$ cat src/rtl/dacif_pkg.sv
package dacif_pkg;
  typedef enum logic [1:0] {
    SEG_LO  = 2'd0,
    SEG_MID = 2'd1,
    SEG_HI  = 2'd2
  } seg_idx_e;

  function automatic int max3(input int a, input int b, input int c);
    int m;
    m = (a > b) ? a : b;
    return (m > c) ? m : c;
  endfunction
endpackage

$ cat src/rtl/dacif_seg_reg.sv
module dacif_seg_reg #(
  parameter int W = 4
) (
  input  logic         clk,
  input  logic         rst_ni,
  input  logic         open,
  input  logic [W-1:0] d,
  output logic [W-1:0] q,
  output logic [W-1:0] q_next
);
  logic [W-1:0] q_r;

  always_comb begin
    q_next = open ? d : q_r;
  end

  always_ff @(posedge clk or negedge rst_ni) begin
    if (!rst_ni) q_r <= '0;
    else         q_r <= q_next;
  end

  assign q = q_r;

  AST_SEG_HOLD: assert property (@(posedge clk) disable iff (!rst_ni)
    !open |=> $stable(q));
  AST_SEG_LOAD: assert property (@(posedge clk) disable iff (!rst_ni)
    open |=> q == $past(d));
endmodule

$ cat src/rtl/dacif_xfer_reg.sv
module dacif_xfer_reg #(
  parameter int W = 12
) (
  input  logic         clk,
  input  logic         rst_ni,
  input  logic         xfer,
  input  logic [W-1:0] stage1_next,
  output logic [W-1:0] code
);
  logic [W-1:0] code_r, code_d;

  always_comb begin
    code_d = xfer ? stage1_next : code_r;
  end

  always_ff @(posedge clk or negedge rst_ni) begin
    if (!rst_ni) code_r <= '0;
    else         code_r <= code_d;
  end

  assign code = code_r;

  AST_CODE_HOLD: assert property (@(posedge clk) disable iff (!rst_ni)
    !xfer |=> $stable(code));
endmodule

$ cat src/rtl/dacif_timing_chk.sv
module dacif_timing_chk #(
  parameter int NUM_SEG     = 3,
  parameter int DATA_W      = 12,
  parameter int SETUP_CYC   = 3,
  parameter int WIDTH_CYC   = 3,
  parameter int OVERLAP_CYC = 3
) (
  input  logic               clk,
  input  logic               rst_ni,
  input  logic [DATA_W-1:0]  din,
  input  logic [NUM_SEG-1:0] gate,
  input  logic               load_eff,
  output logic               err
);
  import dacif_pkg::*;

  localparam int NSTRB = NUM_SEG + 1;
  localparam int MAXC  = max3(SETUP_CYC, WIDTH_CYC, OVERLAP_CYC);
  localparam int CNT_W = (MAXC < 1) ? 1 : $clog2(MAXC + 1);
  typedef logic [CNT_W-1:0] cnt_t;
  localparam cnt_t CNT_MAX   = cnt_t'(MAXC);
  localparam cnt_t SETUP_LIM = cnt_t'(SETUP_CYC);

  logic [NSTRB-1:0]  strb, strb_q, viol;
  logic [DATA_W-1:0] din_q;
  cnt_t              stab_q, stab_d;
  logic              err_q, err_d;

  assign strb = {load_eff, gate};

  always_comb begin
    if (din != din_q)         stab_d = cnt_t'(1);
    else if (stab_q == CNT_MAX) stab_d = stab_q;
    else                      stab_d = stab_q + cnt_t'(1);
  end

  always_ff @(posedge clk or negedge rst_ni) begin
    if (!rst_ni) begin
      din_q  <= '0;
      stab_q <= '0;
      strb_q <= '0;
    end else begin
      din_q  <= din;
      stab_q <= stab_d;
      strb_q <= strb;
    end
  end

  for (genvar g = 0; g < NSTRB; g++) begin : g_strb
    localparam bit   IS_SEG = (g < NUM_SEG);
    localparam cnt_t LIM    = IS_SEG ? cnt_t'(OVERLAP_CYC) : cnt_t'(WIDTH_CYC);
    cnt_t wid_q, wid_d;
    logic fall;

    assign fall = strb_q[g] & ~strb[g];

    always_comb begin
      if (!strb[g])             wid_d = '0;
      else if (wid_q == CNT_MAX) wid_d = wid_q;
      else                      wid_d = wid_q + cnt_t'(1);
    end

    always_ff @(posedge clk or negedge rst_ni) begin
      if (!rst_ni) wid_q <= '0;
      else         wid_q <= wid_d;
    end

    assign viol[g] = fall & ((wid_q < LIM) | (IS_SEG & (stab_q < SETUP_LIM)));

    AST_SHORT_PULSE: assert property (@(posedge clk) disable iff (!rst_ni)
      (fall && wid_q < LIM) |=> err);
    if (IS_SEG) begin : g_setup
      AST_SETUP_MISS: assert property (@(posedge clk) disable iff (!rst_ni)
        (fall && stab_q < SETUP_LIM) |=> err);
    end
  end

  always_comb begin
    err_d = err_q | (|viol);
  end

  always_ff @(posedge clk or negedge rst_ni) begin
    if (!rst_ni) err_q <= 1'b0;
    else         err_q <= err_d;
  end

  assign err = err_q;

  AST_ERR_STICKY: assert property (@(posedge clk) disable iff (!rst_ni)
    err |=> err);
endmodule

$ cat src/rtl/dbl_buf_dac_if.sv
module dbl_buf_dac_if #(
  parameter int SEG_W          = 4,
  parameter int NUM_SEG        = 3,
  parameter int SETUP_CYC      = 3,
  parameter int WIDTH_CYC      = 3,
  parameter int OVERLAP_CYC    = 3,
  parameter bit XFER_NEEDS_SEL = 1'b0
) (
  input  logic                       clk,
  input  logic                       rst_n,
  input  logic [SEG_W*NUM_SEG-1:0]   din,
  input  logic                       sel_n,
  input  logic [NUM_SEG-1:0]         seg_en,
  input  logic                       load,
  output logic [SEG_W*NUM_SEG-1:0]   code,
  output logic                       timing_err
);
  localparam int DATA_W = SEG_W * NUM_SEG;

  logic [1:0]         rst_sync_q;
  logic               rst_ni;
  logic [NUM_SEG-1:0] gate;
  logic               load_eff;
  logic [DATA_W-1:0]  stage1_q, stage1_d;

  always_ff @(posedge clk or negedge rst_n) begin
    if (!rst_n) rst_sync_q <= 2'b00;
    else        rst_sync_q <= {rst_sync_q[0], 1'b1};
  end
  assign rst_ni = rst_sync_q[1];

  assign gate = {NUM_SEG{~sel_n}} & seg_en;

  if (XFER_NEEDS_SEL) begin : g_xfer_sel
    assign load_eff = load & ~sel_n;
  end else begin : g_xfer_free
    assign load_eff = load;
  end

  for (genvar g = 0; g < NUM_SEG; g++) begin : g_seg
    dacif_seg_reg #(.W(SEG_W)) u_seg (
      .clk    (clk),
      .rst_ni (rst_ni),
      .open   (gate[g]),
      .d      (din[g*SEG_W +: SEG_W]),
      .q      (stage1_q[g*SEG_W +: SEG_W]),
      .q_next (stage1_d[g*SEG_W +: SEG_W])
    );
  end

  dacif_xfer_reg #(.W(DATA_W)) u_xfer (
    .clk         (clk),
    .rst_ni      (rst_ni),
    .xfer        (load_eff),
    .stage1_next (stage1_d),
    .code        (code)
  );

  dacif_timing_chk #(
    .NUM_SEG     (NUM_SEG),
    .DATA_W      (DATA_W),
    .SETUP_CYC   (SETUP_CYC),
    .WIDTH_CYC   (WIDTH_CYC),
    .OVERLAP_CYC (OVERLAP_CYC)
  ) u_chk (
    .clk      (clk),
    .rst_ni   (rst_ni),
    .din      (din),
    .gate     (gate),
    .load_eff (load_eff),
    .err      (timing_err)
  );

  AST_CODE_FOLLOW: assert property (@(posedge clk) disable iff (!rst_ni)
    load_eff |=> code == stage1_q);
  AST_RESET_ZERO: assert property (@(posedge clk)
    !rst_ni |-> (code == '0 && stage1_q == '0 && !timing_err));
endmodule

$ cat config.mk
export PLATFORM = sky130hd
export DESIGN_NAME = dbl_buf_dac_if
export DESIGN_NICKNAME = d
export VERILOG_FILES = /design/src/rtl/dacif_pkg.sv /design/src/rtl/dacif_seg_reg.sv /design/src/rtl/dacif_xfer_reg.sv /design/src/rtl/dacif_timing_chk.sv /design/src/rtl/dbl_buf_dac_if.sv
export SDC_FILE = /design/constraint.sdc
export NUM_CORES = 1
export LEC_CHECK = 0
export BUFFER_PORTS_ARGS = -buffer_cell sky130_fd_sc_hd__clkbuf_2
export CORE_ASPECT_RATIO = 0.9
export CORE_MARGIN = 1.5
export CORE_UTILIZATION = 25
export CTS_CLUSTER_SIZE = 16
export DETAILED_ROUTE_END_ITERATION = 7
export PLACE_DENSITY_LB_ADDON = 0.15
export SLEW_MARGIN = 20
export SYNTH_ARGS = -nofsm -noshare
export SYNTH_HDL_FRONTEND = slang
export SYNTH_SLANG_ARGS = --single-unit
$ cat constraint.sdc
create_clock -name clk -period 2 [get_ports clk]
set_clock_uncertainty 0.1 [all_clocks]
set_input_delay 0.4 -clock clk [delete_from_list [all_inputs] [get_ports clk]]
set_output_delay 0.4 -clock clk [all_outputs]
set_load 0.005 [all_outputs]
# Yosys cells after proc, flatten, opt, wreduce, memory -nomap -nowiden
# Index checks and enable logic that the tools add are counted.
# totals
inputBits	19
latchBits	0
n_memories	0
rom_bits	0
mem_bits_rw	0
elab_cells	66
regBits	53
# classes
order_cmp	5
add_sub_neg	5
n_div	0
bitwise_logic	18
mul	0
n_mux	13
reduce_logical	1
shifts	0
eq_ne	11
# ops
operator	n
$mux W2	10
$mux W4	3
$ne A12 B12 Y1	1
$add A2 B1 Y2 const B	5
$eq A2 B2 Y1 const B	5
$lt A2 B2 Y1 const B	5
$and A1 B1 Y1	8
$ne A2 B2 Y1 const B	4
$not A1 Y1	5
$or A1 B1 Y1	4
$reduce_or A4 Y1	1
$and A3 B3 Y3	1
$ne A2 B1 Y1 const B	1

# Logic depth before layout (Yosys ltp)
# Gate-level depths: netlist of run 1.
# logic_depth
ltp_word	7
depth_mapped	4
ltp_nobuf	4

# By module
# From an unflattened synthesis of run 1, not the netlist that was laid out.
# hier_totals
hier_cells	133
area_unflattened_um2	2074.5
# modules_own_cells
module	n_inst	cells_each	seq_area_each_um2	area_per_inst_um2
dacif_timing_chk	1	78	675.6	1082.3
dacif_xfer_reg	1	25	300.3	484.2
dacif_seg_reg	3	8	100.1	145.1
dbl_buf_dac_if	1	6	50.0	72.6

# Worst setup path after synthesis of run 1
# Ideal clock, no wire load.
# synth_path
path_kind	input to register
from	input port sel_n
to	register u_xfer.code_r[10], in the netlist u_xfer.code[10]
required_ns	1.775
n_path_buf	1
arrival_ns	1.184
path_slack_ns	0.591
stages	4
path_cell_list	nand2b_4 -> buf_6 -> mux2_4 -> mux2_4
# synth_between
elab_chain_cells	3
# synth_rtl
item	line_no	rtl
start, declared	dbl_buf_dac_if.sv:12	input logic sel_n,
$not A1 Y1	dbl_buf_dac_if.sv:32	assign gate = {NUM_SEG{~sel_n}} & seg_en;
$and A3 B3 Y3	dbl_buf_dac_if.sv:32	
$mux W4	dacif_seg_reg.sv:14	q_next = open ? d : q_r;
net g_seg[2].u_seg.q_next[2]	dacif_seg_reg.sv:9	output logic [W-1:0] q_next
end signal, assigned	dacif_xfer_reg.sv:18	else code_r <= code_d;
end, declared	dacif_xfer_reg.sv:10	logic [W-1:0] code_r, code_d;
# The timed path passes the listed nets, and every way through them passes these cells.
# A chain may end at the register's enable or synchronous reset.

# Final worst setup path of run 1
# layout_path
from	register u_chk.din_q[4]
to	register u_chk.stab_q[0]
# layout_between
elab_chain_cells	2
word_cells_on_any_way	3
cone_classes	eq/ne: 2; mux: 1
# layout_rtl
item	line_no	rtl
start, declared	dacif_timing_chk.sv:25	logic [DATA_W-1:0] din_q;
start signal, assigned	dacif_timing_chk.sv:43	din_q <= din;
$ne A12 B12 Y1 (*)	dacif_timing_chk.sv:32	if (din != din_q) stab_d = cnt_t'(1);
$ne A2 B1 Y1 (no line) / $mux W2 (equally long branches)	-	
end signal, assigned	dacif_timing_chk.sv:44	stab_q <= stab_d;
end, declared	dacif_timing_chk.sv:26	cnt_t stab_q, stab_d;
# Every way passes the cells marked *; elsewhere a longest branch is shown, timed or not.

==> results.cfg, run 1 <==
[synthesis]
yosys_warnings = 0
synthCells = 137
ys_seq_area_share_pct = 61.4
netlist_area_sq_um = 2160
ys_seq_elements = 53
syn-mean-instance-area_sq_um = 15.8
syn-num-nets = 161
ys_types = 21

[sta]
tightest_slew_ns = 0.694
rsz0062_at_grt = false
hold_viol_final = 0
slew_violations = 0
fmax_ghz = 0.662
maxSlewHeadroom_pct = 53.7
period_minus_slack_ns = 1.51
whs_ns = 0.146
layout_setup_ws_ns = 0.489
final-setup-viol-count = 0
period_share_pct = 75.6
setup_tns_ns = 0

[critical_path]
slowest_stage = or4_1
crit_family = simple AND/OR/NAND/NOR gates
cp_cell_sequence = xnor2_1 -> nand4_1 -> or4_1
r2r_start = u_chk.din_q[4]
slowest_delay_ns = 0.55
critPathCaptureType = flip-flop
crit_end = u_chk.stab_q[0]
cp_num_buf_inv = 0
worst-r2r-setup-slack_ns = 0.49
crit_type = flip-flop to flip-flop
start_kind = flip-flop
path_max_fanout = 2
critical_path.startpoint = u_chk.din_q[4]
critical_path_arrival_ns = 1.59
r2r_cells = 3
worstReg2RegEnd = u_chk.stab_q[0]
worstSetupPathDepth = 3
required_ns = 2.08

[placed_design]
gp_congestion = 0.720
place_ws_ns = 0.351
portBuffers = 31
place_area_sq_um = 2440
dp_hpwl_mm = 2.71

[clock_network]
root_buffer = clkbuf_8
clk_latency_ns = 0.30
numCtsBuffers = 5
path_clk_slew_ns = 0.10
ctsHoldBuffers = 1
clockBufferDepth = 2
postCtsSetupBuffers = 0
tritoncts = done
postCtsResizedCells = 0
clock_sinks = 53
htree_levels = 2

[global_route]
gr-total-overflow = 0
grt_pass1_wl_mm = 6.35
track_usage_pct = 8.81
grt_antenna_before_repair = 0
grt_pass1_vias = 1294
grt_max_degree = 33

[layout]
diodes = 0
layout_common_cells = 52 x dfrtp_1, 31 x clkbuf_2, 24 x mux2_4, 14 x xnor2_1, 6 x nor2_1
finalInstanceArea_sq_um = 2540
layout.nets = 198
nFillCells = 853
fin_util_pct = 30.9
layout_commonest_cell = dfrtp_1
drive_above_1_share_pct = 40.0
area_growth_pct = 17.6

[job]
drv_cap = 0

[detailed_routing]
via_count = 1136
drtIter0Drc = 17
wl_per_cell_um = 12.7
ant_nets = 0
first_pass_iters = 2
wirelength_mm = 3.70
routed_via_density = 3.92
remaining_drc_errors = 0

[floorplanning]
core_sq_um = 8220
fp.dieW_um = 101
start_util_pct = 26.2
die_area_sq_um = 9200
rows = 31
die_h_um = 91.1
io_pins = 32

[power]
p_leak_nw = 1.21
ir_worst_vdd_mv = 0.258
pwr_density_cell_nw_per_um2 = 865

[status]
status = finished clean

[worst_hold_path]
hp-class = input pin to flip-flop
==> synthesized netlist by cell type, drive strengths merged <==
cell type	count	share of area, %
mux2	24	17
inv	3	0.52
nor2	6	1.0
a311oi	1	0.41
nand2	3	0.52
nand4	3	0.87
ha	5	2.9
conb	1	0.17
nor3b	1	0.35
nor4	1	0.29
buf	5	2.0
mux2i	5	2.3
dfrtp	53	61
xor2	3	1.2
nand3	3	0.70
or4	1	0.35
nor2b	1	0.29
and2	1	0.29
xnor2	14	5.7
nand2b	3	1.9
==> worst reg2reg max path, delay by kind of cell (launching register included) <==
| kind | cells | cell delay (ns) |
|---|---|---|
| simple gates | 2 | 0.74 |
| flops | 1 | 0.39 |
| xor+xnor | 1 | 0.16 |
==> layer usage <==
metal  wire (um)  global-route usage (%)  vias up
li1            -                       -      531
met5           0                       0        -
met4          13                    1.74        0
met3         191                    2.77        2
met1        1760                    12.0      577
met2        1730                    13.9       26
==> logic make-up after synthesis <==
| logic type | share of synthesized area, % |
|---|---|
| simple gates | 6.61 |
| flops | 61.4 |
| buf+inv | 2.55 |
| mux | 19.0 |
| compound gates | 0.406 |
| fa+ha+maj | 2.90 |
| other cells | 0.174 |
| xor+xnor | 6.90 |
==> registers in the layout (all words and copies together), names as in the netlist <==
register            flops
u_xfer.code            12
u_chk.g_strb.wid_q      8
u_chk.err               1
u_chk.din_q            12
g_seg.u_seg.q          12
u_chk.strb_q            4
u_chk.stab_q            2
rst_sync_q              2
==> through the flow <==
| stage | total power [mW] | std cells |
|---|---|---|
| after global placement | 1.61 | 281 |
| after floorplan | 1.49 | 137 |
| after global routing | 2.33 | 290 |
| final | 2.19 | 290 |
| after CTS | 2.24 | 290 |
| after detailed placement | 1.62 | 281 |
==> final cells by class <==
cell class	count	area [sq um]	area share, %
Sequential cell	53	1330	52.3
Multi-Input combinational cell	76	777	30.6
Timing Repair Buffer	35	188	7.40
Tap cell	115	144	5.67
Clock buffer	5	68.8	2.71
Clock inverter	3	21.3	0.838
Inverter	3	11.3	0.444
==> how the worst min path moves through the flow <==
| stage | cells past startpoint | from | to |
|---|---|---|---|
| CTS | 1 | din[2] | u_chk.din_q[2] |
| global route | 1 | din[2] | u_chk.din_q[2] |
| finish | 1 | din[3] | u_chk.din_q[3] |
| floorplan | 0 | rst_n | rst_sync_q[0] |
| global placement | 1 | rst_n | rst_sync_q[0] |
| detailed placement | 1 | rst_n | rst_sync_q[0] |
==> power breakdown <==
part | total (mW) | internal (mW) | switching [mW]
Sequential | 1.25 | 1.19 | 0.0644
Combinational | 0.338 | 0.210 | 0.128
Clock | 0.605 | 0.249 | 0.356
Total | 2.19 | 1.65 | 0.548
Power figures use the tool's default switching activity.
==> run 2, diff against run 1 <==
--- a/config.mk
+++ b/config.mk
@@ -5,6 +5,7 @@
 export SDC_FILE = /design/constraint.sdc
 export NUM_CORES = 1
 export LEC_CHECK = 0
+export ABC_AREA = 1
 export BUFFER_PORTS_ARGS = -buffer_cell sky130_fd_sc_hd__clkbuf_2
 export CORE_ASPECT_RATIO = 0.9
 export CORE_MARGIN = 1.5
==> constraint.sdc (replaced) <==
create_clock -name clk -period 1.6 [get_ports clk]
set_clock_uncertainty 0.1 [all_clocks]
set_input_delay 0.32 -clock clk [delete_from_list [all_inputs] [get_ports clk]]
set_output_delay 0.32 -clock clk [all_outputs]
set_load 0.005 [all_outputs]
==> run 2 against run 1 <==
Against the previous run:
- non-clock buffer count down 1
- via count up 27%
- utilization fell by 0.15 points
- sequential power increased by 22%
- worst setup slack got worse by 0.14 ns
- power is 16% higher
==> results.cfg, run 2 <==
[clock_network]
clk_latency_ns = 0.30
postCtsSetupBuffers = 0
clock_sinks = 53
root_buffer = clkbuf_8
path_clk_slew_ns = 0.09
clockBufferDepth = 2
tritoncts = done
numCtsBuffers = 5
htree_levels = 2

[synthesis]
synthCells = 220
yosys.area.top_type = dfrtp_1
synth-edff-count = 0
synthTopCellsByArea = dfrtp_1 62%, nand2_1 14%, inv_1 4.4%, ha_1 2.9%, nor2_1 2.3%
yosys_warnings = 0
ys_seq_elements = 53
async_reset_ff_share_pct = 100
syn-mean-instance-area_sq_um = 9.69
ys_types = 22
ys_top_cells_by_count = 81 x nand2_1, 53 x dfrtp_1, 25 x inv_1, 13 x nor2_1, 5 x ha_1
ys.flop_type = dfrtp_1
synth_top_area_share_pct = 62.2
netlist_area_sq_um = 2130
synth_most_common_cell = nand2_1
ys_seq_area_share_pct = 62.2
syn-num-nets = 244

[layout]
drive_above_1_share_pct = 18.5
fin_util_pct = 30.7
multiInputGateArea_sq_um = 676
layout_common_cells = 81 x nand2_1, 52 x dfrtp_1, 31 x clkbuf_2, 25 x inv_1, 13 x nor2_1
diodes = 0
layout_commonest_cell = nand2_1
nFillCells = 864
layout.nets = 282
area_growth_pct = 17.4
register_area_sq_um = 1330

[global_route]
grt_max_degree = 43
grt_pass1_vias = 1447
track_usage_pct = 9.99
grt_pass1_wl_mm = 7.01
gr-total-overflow = 0
grt_antenna_before_repair = 0
met2_usage_pct = 14.7
grt-busiest-layer = met2
gr-usage-met3_pct = 3.02
grt_util_met1_pct = 14.0

[detailed_routing]
first_pass_iters = 4
routed_via_density = 4.02
wirelength_mm = 4.08
via_count = 1438
drtIter0Drc = 41
wl_per_cell_um = 11.4
ant_nets = 0
remaining_drc_errors = 0

[floorplanning]
core_sq_um = 8150
die_area_sq_um = 9090
start_util_pct = 26.2
io_pins = 32
rows = 31
die_h_um = 90.6
fp.dieW_um = 100

[job]
drv_cap = 0

[power]
pwr_density_cell_nw_per_um2 = 1020
swShare_pct = 25.5
p_comb_share_pct = 12.2
clock_power_share_pct = 28.3
ir_worst_vdd_mv = 0.449
p_leak_nw = 1.33
p_int_mw = 1.90
switching_power_uw = 651
seqPwrFrac_pct = 59.6

[critical_path]
cp_num_buf_inv = 1
required_ns = 1.18
critical_path_arrival_ns = 0.83
start_kind = flip-flop
path_max_fanout = 2
cp_cell_sequence = clkbuf_2
crit_family = flip-flops
slowest_delay_ns = 0.41
critPathCaptureType = primary output
crit_type = flip-flop to primary output
slowest_stage = dfrtp_1

[sta]
hold_viol_final = 0
rsz0062_at_grt = false
slew_violations = 0
fmax_ghz = 0.801
final-setup-viol-count = 0
period_share_pct = 78.1
setup_tns_ns = 0
period_minus_slack_ns = 1.25

[placed_design]
dp_hpwl_mm = 2.96
gp_congestion = 0.660
portBuffers = 31

[worst_hold_path]
hp-class = flip-flop to asynchronous set/reset pin

[status]
status = finished clean
run 2: cell type report:
cell class	instances	share of cell area, %
multi-input combinational	137	27.0
tap	99	4.95
inverter	27	4.05
timing repair buffer	34	7.70
sequential	53	53.1
clock buffer	8	3.20
run 2: per-layer routing:
layer,up-vias,routed length [um]
met5,-,0
met4,0,36
met3,4,184
met2,29,1790
met1,651,2070
li1,754,-
run 2: repair_timing:
item | in CTS | in global routing
resized for setup | 0 | 0
hold buffers | 1 | 0
endpoints found under the hold margin | 2 | 0
run 2: kinds of logic after synthesis:
logic type / share of synthesized area, %
compound gates: 6.58
flops: 62.2
xor+xnor: 3.29
buf+inv: 6.05
simple gates: 18.3
fa+ha+maj: 2.94
mux: 0.470
other cells: 0.176
run 2: final timing paths:
| kind | start | end | slack [ns] | depth (start not counted) |
|---|---|---|---|---|
| worst min register to register | rst_sync_q[1] | u_xfer.code[9] | 0.04 | 0 |
| worst max-delay path | u_xfer.code[0] | code[0] | 0.35 | 1 |
| worst max register to register | u_chk.stab_q[0] | u_chk.err | 0.37 | 4 |
| worst min-delay path | rst_sync_q[1] | u_xfer.code[9] | 0.04 | 0 |
| max in group asynchronous | rst_sync_q[1] | u_chk.stab_q[0] | 0.86 | 1 |
| min in group clk | din[4] | u_chk.din_q[4] | 0.05 | 1 |
run 2: stage by stage:
stage / cells / instance area (sq um) / total power [mW] / hold WS (ns) / worst slack, ns
finish: 358 / 2500 / 2.55 / 0.0359 / 0.351
floorplan: 220 / 2130 / 1.72 / -0.0756 / 0.489
global placement: 349 / 2410 / 1.86 / 0.00756 / 0.360
CTS: 358 / 2500 / 2.61 / 0.0369 / 0.331
detailed placement: 349 / 2410 / 1.86 / 0.00668 / 0.357
global route: 358 / 2500 / 2.71 / 0.0293 / 0.273
run 2: power groups by stage:
| stage | Sequential (mW) | Combinational [mW] | Clock, mW |
|---|---|---|---|
| after floorplan | 1.55 | 0.174 | 0 |
| after global placement | 1.55 | 0.315 | 0 |
| after detailed placement | 1.54 | 0.319 | 0 |
| after CTS | 1.52 | 0.321 | 0.767 |
| after global routing | 1.53 | 0.368 | 0.815 |
| final | 1.52 | 0.310 | 0.720 |
==> run 3, diff against run 2 <==
==> constraint.sdc (replaced) <==
create_clock -name clk -period 1.2 [get_ports clk]
set_clock_uncertainty 0.1 [all_clocks]
set_input_delay 0.24 -clock clk [delete_from_list [all_inputs] [get_ports clk]]
set_output_delay 0.24 -clock clk [all_outputs]
set_load 0.005 [all_outputs]
==> run 3 against run 2 <==
Against the previous run:
- utilization up 2.4 points
- sequential share of layout area is 3.9 points lower
- first-iteration DRC count up 24%
- combinational power up 48%
- critical path type unchanged
- cell count is 4.5% higher
- register-to-register slack worse by 0.34 ns
- via count rose by 7.9%
- critical path depth unchanged
- worst setup slack got worse by 0.33 ns
- flip-flop and latch count did not move
- non-clock buffer count grew 16
==> results.cfg, run 3 (synthesis gave the netlist of run 2 again) <==
[status]
status = finished clean

[critical_path]
r2r_start = u_chk.g_strb[2].wid_q[0]
path_max_fanout = 2
crit_family = flip-flops
r2r_cells = 4
required_ns = 0.86
slowest_stage = dfrtp_1
crit_end = code[0]
worstReg2RegEnd = u_chk.err
critical_path_arrival_ns = 0.84
critPathCaptureType = primary output
critical_path.startpoint = u_xfer.code[0]
cp_cell_sequence = clkbuf_2
slowest_delay_ns = 0.42
start_kind = flip-flop
cp_num_buf_inv = 1
crit_type = flip-flop to primary output
worstSetupPathDepth = 1
worst-r2r-setup-slack_ns = 0.03

[job]
drv_cap = 0

[floorplanning]
io_pins = 32
rows = 31
core_sq_um = 8150
fp.dieW_um = 100
die_h_um = 90.6
die_area_sq_um = 9090
start_util_pct = 26.2

[clock_network]
clockBufferDepth = 2
htree_levels = 2
clk_latency_ns = 0.30
clock_sinks = 53
tritoncts = done
root_buffer = clkbuf_8
path_clk_slew_ns = 0.09
numCtsBuffers = 5

[detailed_routing]
remaining_drc_errors = 0
wirelength_mm = 4.26
via_count = 1552
ant_nets = 0
wl_per_cell_um = 11.4
drtIter0Drc = 51
routed_via_density = 4.15
first_pass_iters = 4

[layout]
layout.nets = 298
diodes = 0
drive_above_1_share_pct = 22.5
nFillCells = 866
layout_commonest_cell = nand2_1
area_growth_pct = 26.7
layout_common_cells = 81 x nand2_1, 52 x dfrtp_1, 31 x clkbuf_2, 23 x inv_1, 13 x dlygate4sd3_1

[power]
p_leak_nw = 1.41
pwr_density_cell_nw_per_um2 = 1380
ir_worst_vdd_mv = 0.643

[global_route]
track_usage_pct = 10.3
gr-total-overflow = 0
grt_pass1_wl_mm = 7.22
grt_pass1_vias = 1506
grt_antenna_before_repair = 0
grt_max_degree = 29

[placed_design]
dp_hpwl_mm = 2.99
gp_congestion = 0.690
place_ws_ns = 0.0133
portBuffers = 31

[sta]
slew_violations = 0
hold_viol_final = 0
fmax_ghz = 0.845
layout_setup_ws_ns = 0.0165
period_minus_slack_ns = 1.18
final-setup-viol-count = 0
period_share_pct = 98.6
rsz0062_at_grt = true
setup_tns_ns = 0

[worst_hold_path]
hp-class = input pin to flip-flop
[run 3: cell types whose count changed in the layout (fill, tap and decap cells not counted), moves of 3 or more]
cell	previous run	this run
ha_2	0	3
buf_4	1	6
dlygate4sd3_1	1	13
ha_1	5	1
[run 3: per-layer routing]
metal | up-vias | GRT usage (%) | share of wire (%)
met3 | 5 | 2.63 | 2.9
li1 | 782 | - | -
met5 | - | 0 | 0
met1 | 744 | 14.3 | 52
met4 | 0 | 3.52 | 1.2
met2 | 21 | 15.5 | 43
[run 3: timing repair]
action                     in CTS  in global routing
hold endpoints to repair       14                  0
gates resized for setup         1                  8
hold buffers                   13                  0
setup endpoints to repair       2                  6
setup buffers                   2                  0
pin swaps                       0                  5
[run 3: cell type report]
type | count | area, sq um | area share (%)
Clock inverter | 1 | 30.0 | 1.11
Multi-Input combinational cell | 137 | 701 | 25.9
Tap cell | 99 | 124 | 4.59
Inverter | 27 | 101 | 3.75
Clock buffer | 7 | 86.3 | 3.20
Timing Repair Buffer | 50 | 330 | 12.2
Sequential cell | 53 | 1330 | 49.2
[run 3: report_power, final]
group	switching (mW)	total [mW]	internal [mW]
Combinational	0.256	0.459	0.203
Sequential	0.0712	2.01	1.94
Clock	0.569	1.25	0.681
Total	0.896	3.72	2.83
[run 3: worst min path at each step]
| stage | end | from | cells past startpoint | slack (ns) |
|---|---|---|---|---|
| after floorplan | rst_sync_q[0] | rst_n | 0 | -0.16 |
| after global placement | rst_sync_q[0] | rst_n | 1 | -0.07 |
| after detailed placement | rst_sync_q[0] | rst_n | 1 | -0.07 |
| after CTS | g_seg[1].u_seg.q[3] | din[7] | 3 | 0.1 |
| after global routing | g_seg[2].u_seg.q[2] | din[10] | 3 | 0.11 |
| final | g_seg[0].u_seg.q[3] | din[3] | 3 | 0.11 |
[run 3: through the flow]
stage          std cells  power (mW)  instance area [sq um]  hold WS (ns)  utilization (%)
6_report             374        3.72                   2700         0.107             33.1
5_1_grt              374        3.95                   2700         0.113             33.1
4_1_cts              374        3.79                   2680        0.0969             32.9
3_5_place_dp         351        2.48                   2410       -0.0710             29.6
3_3_place_gp         351        2.47                   2410       -0.0714             29.6
2_1_floorplan        220        2.30                   2130        -0.156                -
